File: src/rtl/pss_pkg.sv
package pss_pkg;
  localparam logic [6:0] REG_SKIP = 7'h18;
  localparam logic [6:0] REG_LAST = 7'h19;
  localparam logic [6:0] REG_CUR  = 7'h1A;

  typedef enum logic [1:0] {WK_IDLE, WK_SCAN, WK_WAIT} walk_st_e;
endpackage

File: src/rtl/pss_regs.sv
module pss_regs #(
  parameter int unsigned SLOTS = 32,
  parameter int unsigned DW    = 32,
  localparam int unsigned IW   = $clog2(SLOTS)
) (
  input  logic             clk,
  input  logic             rst_n,
  input  logic             cmd_valid,
  input  logic [7:0]       cmd_code,
  input  logic [DW-1:0]    cmd_wdata,
  input  logic [IW-1:0]    active_idx,
  output logic [SLOTS-1:0] skip_map,
  output logic [SLOTS-1:0] last_map,
  output logic [DW-1:0]    cmd_rdata
);
  import pss_pkg::*;

  logic [6:0] reg_sel;
  logic       wr_en, rd_en, wr_skip, wr_last;

  assign reg_sel = cmd_code[6:0];
  assign wr_en   = cmd_valid &&  cmd_code[7];
  assign rd_en   = cmd_valid && !cmd_code[7];
  assign wr_skip = wr_en && (reg_sel == REG_SKIP);
  assign wr_last = wr_en && (reg_sel == REG_LAST);

  always_ff @(posedge clk or negedge rst_n) begin
    if (!rst_n) begin
      skip_map <= '0;
      last_map <= '0;
    end else begin
      if (wr_skip) skip_map <= cmd_wdata[SLOTS-1:0];
      if (wr_last) last_map <= cmd_wdata[SLOTS-1:0];
    end
  end

  always_comb begin
    cmd_rdata = '0;
    if (rd_en) begin
      case (reg_sel)
        REG_SKIP: cmd_rdata = DW'(skip_map);
        REG_LAST: cmd_rdata = DW'(last_map);
        REG_CUR:  cmd_rdata = DW'(active_idx);
        default:  cmd_rdata = '0;
      endcase
    end
  end

  a_r1_skip_write: assert property (@(posedge clk) disable iff (!rst_n)
    wr_skip |=> skip_map == $past(cmd_wdata[SLOTS-1:0]));
  a_r1_last_write: assert property (@(posedge clk) disable iff (!rst_n)
    wr_last |=> last_map == $past(cmd_wdata[SLOTS-1:0]));
  a_r2_other_writes_inert: assert property (@(posedge clk) disable iff (!rst_n)
    (wr_en && !wr_skip && !wr_last) |=> $stable(skip_map) && $stable(last_map));
endmodule

File: src/rtl/pss_walk.sv
module pss_walk #(
  parameter int unsigned SLOTS = 32,
  localparam int unsigned IW   = $clog2(SLOTS)
) (
  input  logic             clk,
  input  logic             rst_n,
  input  logic [SLOTS-1:0] skip_map,
  input  logic [SLOTS-1:0] last_map,
  input  logic             frame_start,
  input  logic             done,
  output logic             issue,
  output logic [IW-1:0]    issue_slot,
  output logic [IW-1:0]    active_idx,
  output logic             async_go
);
  import pss_pkg::*;

  function automatic logic slot_final(input logic last_bit, input logic [IW-1:0] i);
    return last_bit || (i == IW'(SLOTS - 1));
  endfunction

  function automatic logic [IW-1:0] slot_next(input logic [IW-1:0] i);
    return IW'(i + 1'b1);
  endfunction

  walk_st_e      st, st_n;
  logic [IW-1:0] idx, idx_n;
  logic          pend, pend_n, go;

  logic cur_skip, cur_final, in_flight;
  logic evt_restart, evt_slot_done, evt_skip, evt_end, evt_launch;

  assign cur_skip      = skip_map[idx];
  assign cur_final     = slot_final(last_map[idx], idx);
  assign in_flight     = (st == WK_WAIT);
  assign evt_restart   = (frame_start && !in_flight) ||
                         (in_flight && done && (pend || frame_start));
  assign evt_slot_done = in_flight && done && !evt_restart;
  assign evt_skip      = (st == WK_SCAN) && !frame_start && cur_skip;
  assign evt_launch    = (st == WK_SCAN) && !frame_start && !cur_skip;
  assign evt_end       = (evt_slot_done || evt_skip) && cur_final;

  always_comb begin
    st_n   = st;
    idx_n  = idx;
    pend_n = pend;
    if (evt_restart) begin
      st_n   = WK_SCAN;
      idx_n  = '0;
      pend_n = 1'b0;
    end else begin
      if (in_flight && frame_start) pend_n = 1'b1;
      if (evt_end) begin
        st_n = WK_IDLE;
      end else if (evt_slot_done || evt_skip) begin
        st_n  = WK_SCAN;
        idx_n = slot_next(idx);
      end else if (evt_launch) begin
        st_n = WK_WAIT;
      end
    end
  end

  always_ff @(posedge clk or negedge rst_n) begin
    if (!rst_n) begin
      st   <= WK_IDLE;
      idx  <= '0;
      pend <= 1'b0;
      go   <= 1'b0;
    end else begin
      st   <= st_n;
      idx  <= idx_n;
      pend <= pend_n;
      go   <= evt_end;
    end
  end

  assign issue      = in_flight;
  assign issue_slot = idx;
  assign active_idx = idx;
  assign async_go   = go;

  a_r5_hold_until_done: assert property (@(posedge clk) disable iff (!rst_n)
    (issue && !done) |=> issue && $stable(issue_slot));
  a_r8_no_excluded_issue: assert property (@(posedge clk) disable iff (!rst_n)
    $rose(issue) |-> !$past(skip_map[idx]));
  a_r6_go_single: assert property (@(posedge clk) disable iff (!rst_n)
    async_go |=> !async_go);
  a_r6_go_quiet: assert property (@(posedge clk) disable iff (!rst_n)
    async_go |-> !issue);
  a_r7_top_slot_ends: assert property (@(posedge clk) disable iff (!rst_n)
    ((st == WK_SCAN) && (idx == IW'(SLOTS - 1)) && cur_skip && !frame_start) |=> async_go);
  a_r10_pending_restart: assert property (@(posedge clk) disable iff (!rst_n)
    (issue && done && (frame_start || pend)) |=> !async_go && (active_idx == '0));
endmodule

File: src/rtl/periodic_slot_sched.sv
module periodic_slot_sched #(
  parameter int unsigned SLOTS = 32,
  parameter int unsigned DW    = 32,
  localparam int unsigned IW   = $clog2(SLOTS)
) (
  input  logic          clk,
  input  logic          rst_n,
  input  logic          cmd_valid,
  input  logic [7:0]    cmd_code,
  input  logic [DW-1:0] cmd_wdata,
  output logic [DW-1:0] cmd_rdata,
  input  logic          frame_start,
  output logic          issue,
  output logic [IW-1:0] issue_slot,
  input  logic          done,
  output logic          async_go
);
  logic [SLOTS-1:0] skip_map, last_map;
  logic [IW-1:0]    active_idx;

  pss_regs #(.SLOTS(SLOTS), .DW(DW)) u_regs (
    .clk(clk), .rst_n(rst_n), .cmd_valid(cmd_valid), .cmd_code(cmd_code),
    .cmd_wdata(cmd_wdata), .active_idx(active_idx), .skip_map(skip_map),
    .last_map(last_map), .cmd_rdata(cmd_rdata)
  );

  pss_walk #(.SLOTS(SLOTS)) u_walk (
    .clk(clk), .rst_n(rst_n), .skip_map(skip_map), .last_map(last_map),
    .frame_start(frame_start), .done(done), .issue(issue),
    .issue_slot(issue_slot), .active_idx(active_idx), .async_go(async_go)
  );
endmodule

File: config.mk
export PLATFORM = sky130hd
export DESIGN_NAME = periodic_slot_sched
export DESIGN_NICKNAME = d
export VERILOG_FILES = /design/src/rtl/pss_pkg.sv /design/src/rtl/pss_regs.sv /design/src/rtl/pss_walk.sv /design/src/rtl/periodic_slot_sched.sv
export SDC_FILE = /design/constraint.sdc
export NUM_CORES = 1
export LEC_CHECK = 0
export BUFFER_PORTS_ARGS = -buffer_cell sky130_fd_sc_hd__buf_4
export CORE_MARGIN = 8
export CORE_UTILIZATION = 56
export DETAILED_ROUTE_END_ITERATION = 10
export PLACE_DENSITY = 0.8
export SYNTH_ARGS = -nofsm -noshare
export SYNTH_HDL_FRONTEND = slang
export SYNTH_HIERARCHICAL = 1
export SYNTH_SLANG_ARGS = --single-unit
File: constraint.sdc
create_clock -name clk -period 2.6 [get_ports clk]
set_input_delay 0.13 -clock clk [delete_from_list [all_inputs] [get_ports clk]]
set_output_delay 0.13 -clock clk [all_outputs]
set_load 0.005 [all_outputs]
==> impl_metrics.yaml <==
yosys:
  synth_ff_type: "dfrtp_1"
  syn_area_um2: 4220
  synth_edf_count: 0
  ys_seq_area_frac: 0.433
  ys_async_sr_fraction: 1.00
  syn_inst: 338
  avgSynthCellArea_um2: 12.5
  synthDistinctLibCells: 47
  syn_nets: 385
  yosys_warnings: 6
  ys_seq_elements: 73
floorplan:
  pin_count: 84
  start_util: 0.578
  die_w_um: 103
  core_um2: 7290
  rows: 31
  fp.dieH_um: 103
  dieArea_um2: 10600
clock_tree:
  clk_pin_slew_worst_paths_ps: 80
  clock_path_buffers: 2
  cts_setup_buffers: 0
  clock_latency_ps: 350
  root_buffer: "clkbuf_8"
  cts_buffers: 9
  cts_tree: "yes"
  clock-sinks: 73
  holdBufCountCts: 14
  cts.repair.resized: 0
  h-tree-depth: 3
timing:
  setup_viol: 0
  finalCriticalPeriod_ps: 2310
  final_hold_viol_count: 0
  rsz0062_at_grt: "false"
  post-route-period-util: 0.889
  tightestPinTransition_ps: 912
  fin_tns_setup_ps: 0
  slew_violations: 0
  fmax_ghz: 0.433
  max_slew_margin: 0.392
  finalClockSkew_ps: 5.93
worst_setup_path:
  critPathSlowestCell: "dfrtp_1"
  arrival_ps: 2590
  critPathMaxStageDelay_ps: 650
  cp-end-kind: "flop"
  worstPathRequired_ps: 2870
  cp_cell_sequence: "mux4_2 -> mux2i_1 -> o221ai_1 -> o31ai_2 -> o21bai_4 -> mux2i_1"
  crit_type: "flop to flop"
  crit_buf_inv: 0
  cpMostUsedCell: "mux2i_1"
  crit_path_start_kind: "flop"
  crit_family: "multiplexers"
  critical_path_peak_fanout: 13
routing:
  dr.first_iter.drc_count: 145
  ant_nets: 0
  vias: 3051
  routedWlPerCell_um: 20.0
  drcViolationCount: 0
  firstDrtPassIters: 4
  drt-total-wl_um: 10600
  via_per_inst: 5.73
global_route:
  grt_usage: 0.217
  grt_overflow: 0
  top_usage_layer: "met2"
  grt_antenna_before_repair: 0
  grt_max_degree: 74
  grt_pass1_wl_um: 17600
  met2_usage: 0.349
  use_met3: 0.0459
  gr-usage-met1: 0.282
  grt_pass1_vias: 3363
place:
  place_area_um2: 4840
  io_buffers: 83
  place.gp.congestion: 0.921
  hpwl_um: 7210
outcome:
  status: "complete, no violations"
worst_hold_path:
  hp-class: "input pin to flop"
finish:
  antenna_cells: 0
  drive_above_1_share: 0.400
  finalNetCount: 475
  design_area_um2: 5230
  area_growth_pct: 23.9
pwr:
  peakVddDrop_mv: 0.319
  p_leak_nw: 2.59
  power.density_nw_per_um2: 498
flow_run:
  drv_cap: 0
[layout make-up]
class                      instances  area, um2
multi-input combinational        234       2190
sequential                        73       1830
clock inverter                     6       90.1
clock buffer                      10        138
timing repair buffer             105        841
tap                               99        124
inverter                           5       18.8
fill                             516       2070
[layer usage]
metal | share of wire | vias up
met2 | 0.50 | 107
li1 | - | 1406
met4 | 0.012 | 0
met1 | 0.42 | 1523
met3 | 0.069 | 15
met5 | 0 | -
[synth_stat cells, types with 2 or more instances]
cell      count  area, um2
buf_4         7       52.6
nand2_1      15       56.3
nor3_1        2       10.0
and3_1        2       12.5
mux2_2       36        405
o21ai_1       3       15.0
inv_1         5       18.8
mux2_1       26        293
nor2_1       34        128
ha_1          2       25.0
nand2b_1      3       18.8
and4b_1       2       20.0
nor2b_1       3       18.8
a21o_1        3       22.5
mux4_1        2       52.6
a21boi_0      5       37.5
nand3_1       2       10.0
o311a_1       2       20.0
o21ai_0       6       30.0
o221ai_1      2       17.5
mux2_4       10        150
dfrtp_1      73       1830
mux2i_1      39        390
buf_2        10       50.1
clkbuf_1      3       11.3
o22ai_1       3       18.8
mux4_2        9        203
buf_6         4       45.0
or2_2         6       37.5
a21oi_1       2       10.0
[kinds of logic (layout without fill, tap and decap cells)]
| logic type | count (synthesis) | in the layout | synth area share |
|---|---|---|---|
| muxes | 122 | 122 | 0.354 |
| AOI/OAI and AO/OA | 33 | 33 | 0.0644 |
| buffers and inverters | 31 | 126 | 0.0478 |
| DFF | 73 | 73 | 0.433 |
| adders and majority gates | 2 | 2 | 0.00593 |
| and+or+nand+nor | 77 | 77 | 0.0944 |
[cell usage in the layout (no fill, tap or decap), types with 6 or more instances in the layout]
cell type / count
buf_4: 88
clkbuf_8: 10
dfrtp_1: 73
dlygate4sd3_1: 16
mux2_1: 26
mux2_2: 36
mux2_4: 10
mux2i_1: 39
mux4_2: 9
nand2_1: 15
nor2_1: 34
o21ai_0: 6
or2_2: 6
[power by group]
group          total [mW]  switching (mW)  leakage (nW)  internal, mW
Combinational       0.326           0.147          1.47         0.180
Sequential           1.25          0.0608          1.00          1.19
Clock                1.02           0.453         0.113         0.570
[stage by stage]
stage / hold WS, ps / instances / total power [mW] / setup slack [ps] / util
after global placement: 303 / 500 / 1.57 / 363 / 0.664
after CTS: 0.567 / 530 / 2.61 / 287 / 0.714
final: 10.9 / 532 / 2.60 / 289 / 0.717
after detailed placement: 323 / 500 / 1.58 / 325 / 0.664
after floorplan: -166 / 338 / 1.44 / 657 / -
after global routing: 2.07 / 532 / 2.71 / 149 / 0.717
[flip-flops by register name, summed over array words and instances (netlist names)]
name	cells
u_regs/last_map	32
u_walk/pend	1
u_walk/st	2
u_walk/active_idx	5
u_regs/skip_map	32
u_walk/async_go	1
[path summary, 6_finish.rpt]
path	start	end	slack, ps	cells past startpoint
setup / recovery	u_walk/active_idx[0]	u_walk/active_idx[0]	290	6
hold / removal	cmd_wdata[31]	u_regs/skip_map[31]	10	2
setup reg to reg	u_walk/active_idx[0]	u_walk/active_idx[0]	290	6
hold reg to reg	u_regs/skip_map[27]	u_regs/skip_map[27]	510	1
max in group asynchronous	rst_n	u_regs/skip_map[10]	1560	2
min in group asynchronous	rst_n	u_regs/skip_map[16]	450	2
No activity file was read; power rests on OpenSTA's default activity.
